==> src/rtl/hsw_pkg.sv <==
`timescale 1ns/1ps
package hsw_pkg;
  typedef enum logic [1:0] {
    CAUSE_NONE  = 2'd0,
    CAUSE_PWR   = 2'd1,
    CAUSE_OC    = 2'd2,
    CAUSE_SHORT = 2'd3
  } cause_e;

  localparam int TMR_PWR  = 0;
  localparam int TMR_OC   = 1;
  localparam int TMR_LEAK = 2;
  localparam int NUM_TMR  = 3;
endpackage

==> src/rtl/hsw_cfg_capture.sv <==
`timescale 1ns/1ps
// Holds the settings; they load only while the supervisor is disabled.
module hsw_cfg_capture #(
  parameter int IW      = 10,
  parameter int PW      = 20,
  parameter int TW      = 16,
  parameter int MIN_DLY = 2
) (
  input  logic          clk,
  input  logic          rst,
  input  logic          en_i,
  input  logic          cur_only_i,
  input  logic [PW-1:0] pwr_lim_i,
  input  logic [IW-1:0] oc_lim_i,
  input  logic [TW-1:0] dly_pwr_i,
  input  logic [TW-1:0] dly_oc_i,
  output logic          cur_only_q,
  output logic [PW-1:0] pwr_lim_q,
  output logic [IW-1:0] oc_lim_q,
  output logic [TW-1:0] term_pwr_q,
  output logic [TW-1:0] term_oc_q
);
  localparam logic [TW-1:0] MIN_TERM = TW'(MIN_DLY);

  function automatic logic [TW-1:0] eff_term(input logic [TW-1:0] code);
    return (code == '0) ? MIN_TERM : code;
  endfunction

  always_ff @(posedge clk) begin
    if (rst) begin
      cur_only_q <= 1'b0;
      pwr_lim_q  <= '1;
      oc_lim_q   <= '1;
      term_pwr_q <= MIN_TERM;
      term_oc_q  <= MIN_TERM;
    end else if (!en_i) begin
      cur_only_q <= cur_only_i;
      pwr_lim_q  <= pwr_lim_i;
      oc_lim_q   <= oc_lim_i;
      term_pwr_q <= eff_term(dly_pwr_i);
      term_oc_q  <= eff_term(dly_oc_i);
    end
  end
endmodule

==> src/rtl/hsw_qual_timer.sv <==
`timescale 1ns/1ps
// Consecutive-cycle qualifier: counts while cond holds, clears on any gap.
module hsw_qual_timer #(
  parameter int TW = 16
) (
  input  logic          clk,
  input  logic          rst,
  input  logic          run,
  input  logic          cond,
  input  logic [TW-1:0] term,
  output logic          expired
);
  logic [TW-1:0] cnt;

  always_ff @(posedge clk) begin
    if (rst || !run || !cond) begin
      cnt <= '0;
    end else if (cnt != term) begin
      cnt <= cnt + 1'b1;
    end
  end

  assign expired = (term != '0) && (cnt == term);
endmodule

==> src/rtl/hsw_fault_core.sv <==
`timescale 1ns/1ps
// Fault latch, cause register, gate register and switch-failure latch.
module hsw_fault_core
  import hsw_pkg::*;
(
  input  logic       clk,
  input  logic       rst,
  input  logic       en_i,
  input  logic       pwr_ok_i,
  input  logic       short_hit,
  input  logic       pwr_exp,
  input  logic       oc_exp,
  input  logic       leak_exp,
  output logic       arm,
  output logic       gate_q,
  output logic       fault_q,
  output logic       sw_q,
  output logic [1:0] cause_q
);
  cause_e cause_r;
  cause_e cause_nx;
  logic   trip;

  assign arm  = en_i && pwr_ok_i;
  assign trip = arm && !fault_q && (short_hit || pwr_exp || oc_exp);

  always_comb begin
    if (oc_exp)       cause_nx = CAUSE_OC;
    else if (pwr_exp) cause_nx = CAUSE_PWR;
    else              cause_nx = CAUSE_SHORT;
  end

  always_ff @(posedge clk) begin
    if (rst) begin
      fault_q <= 1'b0;
      cause_r <= CAUSE_NONE;
      gate_q  <= 1'b0;
      sw_q    <= 1'b0;
    end else begin
      if (!arm) begin
        fault_q <= 1'b0;
        cause_r <= CAUSE_NONE;
      end else if (trip) begin
        fault_q <= 1'b1;
        cause_r <= cause_nx;
      end
      gate_q <= arm && !fault_q && !trip;
      if (!pwr_ok_i)     sw_q <= 1'b0;
      else if (leak_exp) sw_q <= 1'b1;
    end
  end

  assign cause_q = cause_r;
endmodule

==> src/rtl/hsw_supervisor.sv <==
`timescale 1ns/1ps
module hsw_supervisor
  import hsw_pkg::*;
#(
  parameter int IW       = 10,
  parameter int VW       = 10,
  parameter int TW       = 16,
  parameter int SC_LIM   = 900,
  parameter int LEAK_LIM = 20,
  parameter int LEAK_CYC = 4,
  parameter int MIN_DLY  = 2
) (
  input  logic                 clk,
  input  logic                 rst,
  input  logic                 en_i,
  input  logic                 pwr_ok_i,
  input  logic                 cur_only_i,
  input  logic [IW-1:0]        i_code_i,
  input  logic [VW-1:0]        v_code_i,
  input  logic [IW+VW-1:0]     pwr_lim_i,
  input  logic [IW-1:0]        oc_lim_i,
  input  logic [TW-1:0]        dly_pwr_i,
  input  logic [TW-1:0]        dly_oc_i,
  output logic                 gate_on_o,
  output logic                 fault_n_o,
  output logic                 swfail_n_o,
  output logic [1:0]           cause_o
);
  localparam int PW = IW + VW;
  localparam logic [IW-1:0] SC_CODE   = IW'(SC_LIM);
  localparam logic [IW-1:0] LEAK_CODE = IW'(LEAK_LIM);
  localparam logic [TW-1:0] LEAK_TERM = TW'(LEAK_CYC);

  logic [IW-1:0] i_q;
  logic [VW-1:0] v_q;
  logic [PW-1:0] prod;

  logic          cur_only_q;
  logic [PW-1:0] pwr_lim_q;
  logic [IW-1:0] oc_lim_q;
  logic [TW-1:0] term_pwr_q;
  logic [TW-1:0] term_oc_q;

  logic          arm, gate_q, fault_q, sw_q;
  logic [1:0]    cause_q;
  logic          pwr_hit, oc_hit, short_hit, leak_hit;

  logic          cond_v [NUM_TMR];
  logic          run_v  [NUM_TMR];
  logic [TW-1:0] term_v [NUM_TMR];
  logic          exp_v  [NUM_TMR];

  // sample stage
  always_ff @(posedge clk) begin
    if (rst) begin
      i_q <= '0;
      v_q <= '0;
    end else begin
      i_q <= i_code_i;
      v_q <= v_code_i;
    end
  end

  hsw_cfg_capture #(.IW(IW), .PW(PW), .TW(TW), .MIN_DLY(MIN_DLY)) u_cfg (
    .clk        (clk),
    .rst        (rst),
    .en_i       (en_i),
    .cur_only_i (cur_only_i),
    .pwr_lim_i  (pwr_lim_i),
    .oc_lim_i   (oc_lim_i),
    .dly_pwr_i  (dly_pwr_i),
    .dly_oc_i   (dly_oc_i),
    .cur_only_q (cur_only_q),
    .pwr_lim_q  (pwr_lim_q),
    .oc_lim_q   (oc_lim_q),
    .term_pwr_q (term_pwr_q),
    .term_oc_q  (term_oc_q)
  );

  assign prod      = {{VW{1'b0}}, i_q} * {{IW{1'b0}}, v_q};
  assign pwr_hit   = !cur_only_q && (prod > pwr_lim_q);
  assign oc_hit    = i_q > oc_lim_q;
  assign short_hit = i_q > SC_CODE;
  assign leak_hit  = (i_q > LEAK_CODE) && !gate_q;

  assign cond_v[TMR_PWR]  = pwr_hit;
  assign cond_v[TMR_OC]   = oc_hit;
  assign cond_v[TMR_LEAK] = leak_hit;
  assign run_v[TMR_PWR]   = arm && !fault_q;
  assign run_v[TMR_OC]    = arm && !fault_q;
  assign run_v[TMR_LEAK]  = pwr_ok_i && !sw_q;
  assign term_v[TMR_PWR]  = term_pwr_q;
  assign term_v[TMR_OC]   = term_oc_q;
  assign term_v[TMR_LEAK] = LEAK_TERM;

  for (genvar g = 0; g < NUM_TMR; g++) begin : g_tmr
    hsw_qual_timer #(.TW(TW)) u_tmr (
      .clk     (clk),
      .rst     (rst),
      .run     (run_v[g]),
      .cond    (cond_v[g]),
      .term    (term_v[g]),
      .expired (exp_v[g])
    );
  end

  hsw_fault_core u_core (
    .clk       (clk),
    .rst       (rst),
    .en_i      (en_i),
    .pwr_ok_i  (pwr_ok_i),
    .short_hit (short_hit),
    .pwr_exp   (exp_v[TMR_PWR]),
    .oc_exp    (exp_v[TMR_OC]),
    .leak_exp  (exp_v[TMR_LEAK]),
    .arm       (arm),
    .gate_q    (gate_q),
    .fault_q   (fault_q),
    .sw_q      (sw_q),
    .cause_q   (cause_q)
  );

  assign gate_on_o  = gate_q;
  assign fault_n_o  = !fault_q;
  assign swfail_n_o = !sw_q;
  assign cause_o    = cause_q;
endmodule

==> config.mk <==
export PLATFORM = sky130hd
export DESIGN_NAME = hsw_supervisor
export DESIGN_NICKNAME = d
export VERILOG_FILES = /design/src/rtl/hsw_pkg.sv /design/src/rtl/hsw_cfg_capture.sv /design/src/rtl/hsw_qual_timer.sv /design/src/rtl/hsw_fault_core.sv /design/src/rtl/hsw_supervisor.sv
export SDC_FILE = /design/constraint.sdc
export NUM_CORES = 1
export LEC_CHECK = 0
export BUFFER_PORTS_ARGS = -buffer_cell sky130_fd_sc_hd__buf_4
export CELL_PAD_IN_SITES_DETAIL_PLACEMENT = 0
export CELL_PAD_IN_SITES_GLOBAL_PLACEMENT = 1
export CORE_MARGIN = 5
export CORE_UTILIZATION = 51
export CTS_BUF_LIST = sky130_fd_sc_hd__clkbuf_16
export DETAILED_ROUTE_END_ITERATION = 8
export PLACE_DENSITY = 0.89
export SLEW_MARGIN = 15
export SYNTH_ARGS = -nofsm -noshare
export SYNTH_HDL_FRONTEND = slang
export SYNTH_HIERARCHICAL = 1
export SYNTH_SLANG_ARGS = --single-unit
==> constraint.sdc <==
create_clock -name clk -period 10 [get_ports clk]
set_input_delay 1.5 -clock clk [delete_from_list [all_inputs] [get_ports clk]]
set_output_delay 1.5 -clock clk [all_outputs]
set_load 0.03 [all_outputs]
==> results of run 1 <==
-- layer usage --
metal	vias up	share of wire (%)	GRT usage, %
li1	4119	-	-
met1	3907	46	27.4
met2	179	48	34.1
met3	32	5.1	4.43
met4	0	1.6	5.81
met5	-	0	0
-- logic make-up (layout without fill, tap and decap cells) --
group | Yosys count | after routing | synth area share [%]
compound gates | 193 | 193 | 12.2
other cells | 2 | 32 | 0.0724
xor+xnor | 66 | 66 | 5.57
buf+inv | 157 | 234 | 7.34
mux | 35 | 35 | 3.38
fa+ha+maj | 150 | 150 | 22.6
flops | 136 | 136 | 26.2
simple gates | 412 | 412 | 22.7
-- worst max path at each step --
stage | from | slack [ns] | end | cells after the start
floorplan | i_q[5] | 3.72 | g_tmr[0].u_tmr/cnt[10] | 28
global placement | i_q[5] | 3.09 | g_tmr[0].u_tmr/cnt[7] | 26
detailed placement | i_q[5] | 2.87 | g_tmr[0].u_tmr/cnt[8] | 26
CTS | i_q[5] | 2.85 | g_tmr[0].u_tmr/cnt[8] | 26
global route | i_q[5] | 2.40 | g_tmr[0].u_tmr/cnt[14] | 26
finish | i_q[5] | 2.88 | g_tmr[0].u_tmr/cnt[8] | 26
-- critical path, delay by kind of cell, from the launching register on --
kind	cells	cell delay [ns]
mux	1	0.25
fa+ha+maj	7	3.26
flops	1	0.57
compound gates	7	1.32
buf+inv	5	0.24
simple gates	6	1.37
-- cell usage after synthesis (all sizes together), types with 26 or more instances --
| library cell | number |
|---|---|
| a21oi | 71 |
| dfxtp | 136 |
| fa | 62 |
| a211o | 30 |
| or3 | 34 |
| and2 | 68 |
| nor2b | 57 |
| nor2 | 66 |
| buf | 26 |
| nand3 | 28 |
| ha | 88 |
| nand4 | 30 |
| nand2 | 56 |
| inv | 107 |
| mux2i | 35 |
| o21ai | 44 |
| xnor2 | 59 |
-- flip-flops by register name, summed over array words and instances, names as in the netlist --
register / cells
g_tmr.u_tmr/cnt: 48
i_q: 10
u_cfg/cur_only_q: 1
u_cfg/oc_lim_q: 10
u_cfg/pwr_lim_q: 20
u_cfg/term_oc_q: 16
u_cfg/term_pwr_q: 16
u_core/cause_q: 2
u_core/fault_q: 1
u_core/gate_q: 1
u_core/sw_q: 1
v_q: 10
-- cell type report --
class / instances / area (sq um) / area share (%)
Clock inverter: 15 / 130 / 1.11
Clock buffer: 17 / 425 / 3.62
Sequential cell: 136 / 2720 / 23.2
Timing Repair Buffer: 95 / 713 / 6.08
Tap cell: 270 / 338 / 2.88
Multi-Input combinational cell: 888 / 7010 / 59.7
Inverter: 107 / 402 / 3.42
-- power breakdown --
part           internal, mW  switching, mW
sequential            0.563         0.0278
clock                 0.343          0.261
combinational         0.131          0.149
==> impl_metrics.json, run 1 <==
{
  "synth_area_sq_um": 10400,
  "synth_top_area_share_pct": 26.2,
  "synth-main-ff-cell": "dfxtp_1",
  "reg2regPathDepth": 26,
  "fin_cells": 1528,
  "dieWidth_um": 153,
  "ys_seq_elements": 136,
  "cts_resized": 0,
  "fin_ws_ns": 2.88,
  "drt_iter0_drc": 391,
  "cts_tree": "done",
  "place.gp.congestion": 0.871,
  "async_reset_ff_share_pct": 0,
  "yosysUniqueCellTypes": 58,
  "coreArea_sq_um": 20100,
  "p_leak_nw": 5.44,
  "reg2reg_to": "g_tmr[0].u_tmr/cnt[8]",
  "vias": 8237,
  "slew_headroom_pct": 34.4,
  "via_per_inst": 5.39,
  "cts_buffers": 17,
  "antenna_cells": 0,
  "antenna_found_initial": 0,
  "fin_setup_tns_ns": 0,
  "fin_util_pct": 58.4,
  "fin_crit_sh_pct": 71.2,
  "hold_end": "u_cfg/pwr_lim_q[3]",
  "dp_cells": 1496,
  "cts_setup_buffers": 0,
  "rsz0062_at_grt": "no",
  "firstDrtPassIters": 5,
  "grt_overflow_total": 0,
  "grt_pass1_vias": 8254,
  "ant_nets": 0,
  "grt_pass1_wl_mm": 40.2,
  "r2r-start": "i_q[5]",
  "worst_pin_slew_ns": 0.984,
  "clock-sinks": 136,
  "path_class": "flip-flop to flip-flop",
  "final.min_clock_period_ns": 7.12,
  "drc": 0,
  "die_area_sq_um": 23300,
  "clk_path_buf_depth": 2,
  "synth_largest_area_cell": "dfxtp_1",
  "drt-total-wl_mm": 23.9,
  "start_util_pct": 51.6,
  "final_common_cell": "dfxtp_1",
  "hp-start": "u_cfg/pwr_lim_q[3]",
  "synth_edf_count": 0,
  "worstSetupEndpointType": "flip-flop",
  "clock_latency_ns": 0.43,
  "clk_pin_slew_ns": 0.06,
  "die_h_um": 153,
  "drive_gt1_share_pct": 11.9,
  "clockRootBuffer": "clkbuf_16",
  "setup_viol": 0,
  "worstHoldPathCells": 1,
  "status": "complete, no violations",
  "crit_arrival_ns": 7.46,
  "worst_path_max_delay_cell": "dfxtp_1",
  "core.rowCount": 52,
  "final_nets": 1482,
  "avgRoutedWirePerCell_um": 15.6,
  "critPathMaxFanout": 16,
  "min_path_type": "flip-flop to flip-flop",
  "fin_area_sq_um": 11700,
  "preCtsSetupSlack_ns": 2.87,
  "netlist_instances": 1151,
  "max_stage_delay_ns": 0.57,
  "place_area_sq_um": 11200,
  "ioPinCount": 92,
  "ctsHoldBuffers": 0,
  "required_ns": 10.34,
  "ir_drop_uv": 109,
  "skew_ns": 0.0189,
  "power.total_mw": 1.47,
  "ctsHtreeMaxLevel": 4,
  "synthTopCellsByArea": "dfxtp_1 (26%), fa_1 (12%), ha_1 (11%)",
  "r2r_slack_ns": 2.88,
  "seq_area_frac_synth_pct": 26.2,
  "slew_violations": 0,
  "power_density_nw_per_um2": 126,
  "startpoint_type": "flip-flop",
  "whs_ns": 0.463,
  "dp.final_hpwl_mm": 18.4,
  "drv_cap": 0,
  "syn_avg_cell_area_sq_um": 9.02,
  "area_growth_pct": 13.1,
  "grt_util_all_layers_pct": 20.6,
  "timing.fmax_ghz": 0.140,
  "portBuffers": 91,
  "grt_max_degree": 90,
  "yosys_warnings": 6,
  "layout_common_cells": "dfxtp_1 (136), inv_1 (106), buf_4 (95)",
  "hold_viol_final": 0,
  "fillers": 1820
}
Power figures use the tool's default switching activity.
==> run 2, diff against run 1 <==
Settings changed: CORE_UTILIZATION 51 to 47, PLACE_DENSITY 0.89 to 0.83.
Clock period 10 ns to 6.83 ns, I/O delays scaled along.
==> impl_metrics.json, run 2 (same netlist as run 1, synthesis figures left out) <==
{
  "grt_overflow_total": 0,
  "place.gp.congestion": 0.875,
  "area_growth_pct": 13.9,
  "preCtsSetupSlack_ns": 0.128,
  "top_regs": "g_tmr.u_tmr/cnt (48), u_cfg/pwr_lim_q (20)",
  "die_area_sq_um": 25200,
  "cts_tree": "done",
  "max_stage_delay_ns": 0.54,
  "power_density_nw_per_um2": 179,
  "crit_chain": "nand2_1 > fa_1 > fa_1 > inv_1 > fa_1 > fa_1 > inv_1 > fa_1 > inv_1 > ha_1 > nand4_1 > a21oi_2 > o21ai_2 > o31ai_2 > xor2_1 > ha_1 > nand4_1 > nor2_1 > nand4_1 > o22a_1 > a211oi_2 > nand3b_1 > buf_4 > a21oi_1",
  "grt_pass1_wl_mm": 40.7,
  "cts_buffers": 17,
  "worstHoldPathCells": 1,
  "fin_ws_ns": 0.320,
  "antenna_cells": 0,
  "crit_arrival_ns": 6.86,
  "ir_drop_uv": 148,
  "final_common_cell": "dfxtp_1",
  "drt_iter0_drc": 449,
  "vias": 8316,
  "avgRoutedWirePerCell_um": 15.4,
  "largest_register_ffs": 48,
  "portBuffers": 91,
  "start_util_pct": 47.7,
  "via_per_inst": 5.38,
  "clk_path_buf_depth": 2,
  "path_class": "flip-flop to flip-flop",
  "grt_max_degree": 90,
  "r2r_slack_ns": 0.32,
  "die_h_um": 159,
  "grt_util_all_layers_pct": 20.0,
  "required_ns": 7.18,
  "setup_viol": 0,
  "final.min_clock_period_ns": 6.51,
  "p_leak_nw": 5.46,
  "dp.final_hpwl_mm": 18.4,
  "startpoint_type": "flip-flop",
  "reg2regPathDepth": 24,
  "whs_ns": 0.466,
  "ioPinCount": 92,
  "reg2reg_to": "g_tmr[0].u_tmr/cnt[2]",
  "worst_path_max_delay_cell": "dfxtp_1",
  "critPathMaxFanout": 16,
  "ctsHtreeMaxLevel": 4,
  "drv_cap": 0,
  "firstDrtPassIters": 5,
  "drc": 0,
  "dieWidth_um": 159,
  "clk_pin_slew_ns": 0.06,
  "slew_headroom_pct": 38.6,
  "hp-start": "u_cfg/pwr_lim_q[4]",
  "worstSetupEndpointType": "flip-flop",
  "grt_pass1_vias": 8442,
  "skew_ns": 0.0139,
  "fin_crit_sh_pct": 95.3,
  "hold_viol_final": 0,
  "timing.fmax_ghz": 0.154,
  "cts_setup_buffers": 0,
  "clock_latency_ns": 0.42,
  "clockRootBuffer": "clkbuf_16",
  "drive_gt1_share_pct": 13.7,
  "antenna_found_initial": 0,
  "r2r-start": "i_q[4]",
  "status": "complete, no violations",
  "final_nets": 1492,
  "slew_violations": 0,
  "clock-sinks": 136,
  "crit_path_end": "g_tmr[0].u_tmr/cnt[2]",
  "min_path_type": "flip-flop to flip-flop",
  "top_register": "g_tmr.u_tmr/cnt",
  "startpoint": "i_q[4]",
  "worst_pin_slew_ns": 0.921,
  "core.rowCount": 54,
  "ant_nets": 0,
  "coreArea_sq_um": 21800,
  "layout_common_cells": "dfxtp_1 (126), buf_4 (105), inv_1 (104)",
  "drt-total-wl_mm": 23.9,
  "cp_common_cell": "fa_1"
}
[run 2: changes by cell type in the layout (fill, tap and decap cells not counted), moves of 2 or more]
cell / previous run / this run
clkinv_4: 5 / 2
buf_4: 95 / 105
clkinv_2: 1 / 3
dfxtp_2: 0 / 9
clkinvlp_4: 1 / 5
inv_1: 106 / 104
dfxtp_1: 136 / 126
[run 2: timing repair]
item,CTS,global route
gates resized for setup,0,13
setup endpoints to repair,0,16
hold buffers,0,0
[run 2: routing by layer]
layer  vias to the layer above  GRT usage [%]  part of all wire (%)
li1                       4132              -                     -
met1                      3980           27.4                    47
met2                       171           31.7                    46
met3                        33           4.65                   4.9
met4                         0           6.01                   2.1
met5                         -              0                     0
[run 2: worst max-delay path: cells and delay by family, from the launching register on]
kind                       cells  cell delay, ns
xor gates and xnor gates       1            0.11
buffers and inverters          4            0.38
adders and majority gates      7            3.26
AOI/OAI and AO/OA              6            1.31
and+or+nand+nor                6            0.83
DFF                            1            0.54
[run 2: area by class of cell]
class / count / area, sq um
Tap cell: 280 / 350
Multi-Input combinational cell: 888 / 7010
Inverter: 107 / 402
Clock inverter: 14 / 103
Timing Repair Buffer: 105 / 788
Sequential cell: 136 / 2740
Clock buffer: 17 / 425
Fill cell: 2062 / 9940
[run 2: worst min path at each step]
stage                          end  slack [ns]
6_report        u_cfg/pwr_lim_q[4]        0.47
5_1_grt         u_cfg/pwr_lim_q[1]        0.48
4_1_cts         u_cfg/pwr_lim_q[5]        0.47
3_5_place_dp    u_cfg/pwr_lim_q[5]        0.45
3_3_place_gp   u_cfg/pwr_lim_q[14]        0.45
2_1_floorplan    u_cfg/oc_lim_q[1]        0.44
[run 2: stage by stage]
step	util, %	cells	TNS, ns	instance area (sq um)	total power [mW]
floorplan	-	1181	0	10500	1.17
detailed placement	51.8	1516	0	11300	1.29
global placement	51.8	1516	0	11300	1.29
finish	54.3	1547	0	11800	2.12
global route	54.3	1547	-0.0123	11800	2.24
CTS	54.2	1547	0	11800	2.14
[run 2: power by group]
group / internal [mW] / total [mW] / switching (mW)
clock: 0.463 / 0.836 / 0.373
combinational: 0.194 / 0.419 / 0.225
sequential: 0.826 / 0.861 / 0.0354
==> run 3, diff against run 2 <==
Settings changed: REMOVE_ABC_BUFFERS from default to 1.
==> impl_metrics.json, run 3 (same netlist as run 1, synthesis figures left out) <==
{
  "vias": 8262,
  "via_per_inst": 5.32,
  "final.min_clock_period_ns": 6.52,
  "slew_violations": 0,
  "grt_util_all_layers_pct": 19.8,
  "ant_nets": 0,
  "ioPinCount": 92,
  "drc": 0,
  "r2r-start": "v_q[4]",
  "fin_setup_tns_ns": 0,
  "avgRoutedWirePerCell_um": 15.5,
  "crit_path_end": "g_tmr[0].u_tmr/cnt[7]",
  "required_ns": 7.18,
  "layout_common_cells": "dfxtp_1 (122), buf_4 (109), inv_1 (105)",
  "min_path_type": "flip-flop to flip-flop",
  "firstDrtPassIters": 6,
  "fin_crit_sh_pct": 95.5,
  "final_nets": 1497,
  "reg2regPathDepth": 26,
  "path_class": "flip-flop to flip-flop",
  "portBuffers": 91,
  "dieWidth_um": 159,
  "drt-total-wl_mm": 24.1,
  "worst_path_max_delay_cell": "fa_1",
  "clockRootBuffer": "clkbuf_16",
  "slew_headroom_pct": 44.8,
  "crit_arrival_ns": 6.87,
  "setup_viol": 0,
  "grt_pass1_vias": 8146,
  "drt_iter0_drc": 456,
  "seqCellArea_sq_um": 2750,
  "worstSetupEndpointType": "flip-flop",
  "coreArea_sq_um": 21800,
  "largest_register_ffs": 48,
  "whs_ns": 0.467,
  "antenna_found_initial": 0,
  "core.rowCount": 54,
  "fillers": 2048,
  "status": "complete, no violations",
  "dp.final_hpwl_mm": 18.6,
  "cts_tree": "done",
  "clock_latency_ns": 0.42,
  "die_area_sq_um": 25200,
  "timing.fmax_ghz": 0.153,
  "skew_ns": 0.0126,
  "grt_max_degree": 68,
  "p_leak_nw": 5.55,
  "drv_cap": 0,
  "antenna_cells": 0,
  "top_regs": "g_tmr.u_tmr/cnt (48), u_cfg/pwr_lim_q (20)",
  "cts_buffers": 17,
  "start_util_pct": 47.7,
  "r2r_slack_ns": 0.31,
  "worst_pin_slew_ns": 0.827,
  "drive_gt1_share_pct": 14.5,
  "die_h_um": 159,
  "hold_viol_final": 0,
  "clock-sinks": 136,
  "top_register": "g_tmr.u_tmr/cnt",
  "max_stage_delay_ns": 0.55,
  "power_density_nw_per_um2": 189,
  "multiInputGateArea_sq_um": 7020,
  "clk_pin_slew_ns": 0.07,
  "ctsHtreeMaxLevel": 4,
  "clk_path_buf_depth": 2,
  "cp_common_cell": "fa_1",
  "area_growth_pct": 15.3,
  "place.gp.congestion": 0.904,
  "final_common_cell": "dfxtp_1",
  "ir_drop_uv": 174,
  "startpoint": "v_q[4]",
  "reg2reg_to": "g_tmr[0].u_tmr/cnt[7]",
  "grt_overflow_total": 0,
  "startpoint_type": "flip-flop",
  "critPathMaxFanout": 16,
  "grt_pass1_wl_mm": 40.0,
  "power.total_mw": 2.26
}
run 3: how the worst min path moves through the flow:
| stage | startpoint | endpoint | slack, ns | cells past startpoint |
|---|---|---|---|---|
| after floorplan | u_cfg/oc_lim_q[1] | u_cfg/oc_lim_q[1] | 0.44 | 1 |
| after global placement | u_cfg/pwr_lim_q[11] | u_cfg/pwr_lim_q[11] | 0.45 | 1 |
| after detailed placement | u_cfg/oc_lim_q[2] | u_cfg/oc_lim_q[2] | 0.45 | 1 |
| after CTS | u_cfg/pwr_lim_q[17] | u_cfg/pwr_lim_q[17] | 0.47 | 1 |
| after global routing | u_cfg/pwr_lim_q[13] | u_cfg/pwr_lim_q[13] | 0.48 | 1 |
| final | u_cfg/pwr_lim_q[17] | u_cfg/pwr_lim_q[17] | 0.47 | 1 |
run 3: timing repair:
action	CTS	global route
setup endpoints to repair	1	16
hold buffers	0	0
pin swaps	0	3
resized for setup	1	20
setup buffers	0	2
run 3: cell type report:
cell class | instances | area share, %
multi-input cells | 888 | 58.7
clock inverters | 15 | 1.60
repair buffers | 110 | 6.94
well taps | 280 | 2.93
inverters | 107 | 3.36
flip-flops and latches | 136 | 23.0
clock buffers | 17 | 3.56
run 3: critical path: cells and delay by family, from the launching register on:
family	cells	cell delay (ns)
buf+inv	5	0.48
mux	1	0.23
fa+ha+maj	7	3.23
flops	1	0.52
simple gates	7	1.00
compound gates	6	0.96
run 3: per-layer routing:
metal | global-route usage, % | wire length [um]
met5 | 0 | 0
met4 | 4.02 | 271
met3 | 3.64 | 696
met2 | 34.2 | 11900
met1 | 26.0 | 11200
run 3: metrics by stage:
step / instances / cell area (sq um) / utilization (%) / setup slack (ns)
6_report: 1553 / 12000 / 55.0 / 0.310
5_1_grt: 1553 / 12000 / 55.0 / -0.0118
4_1_cts: 1551 / 11900 / 54.7 / 0.00793
3_5_place_dp: 1519 / 11300 / 51.9 / 0.0227
3_3_place_gp: 1519 / 11300 / 51.9 / 0.221
2_1_floorplan: 1131 / 10100 / - / 0.660
run 3: power by group:
part           switching (mW)  internal [mW]
logic                   0.222          0.195
registers              0.0359          0.825
clock network           0.394          0.585
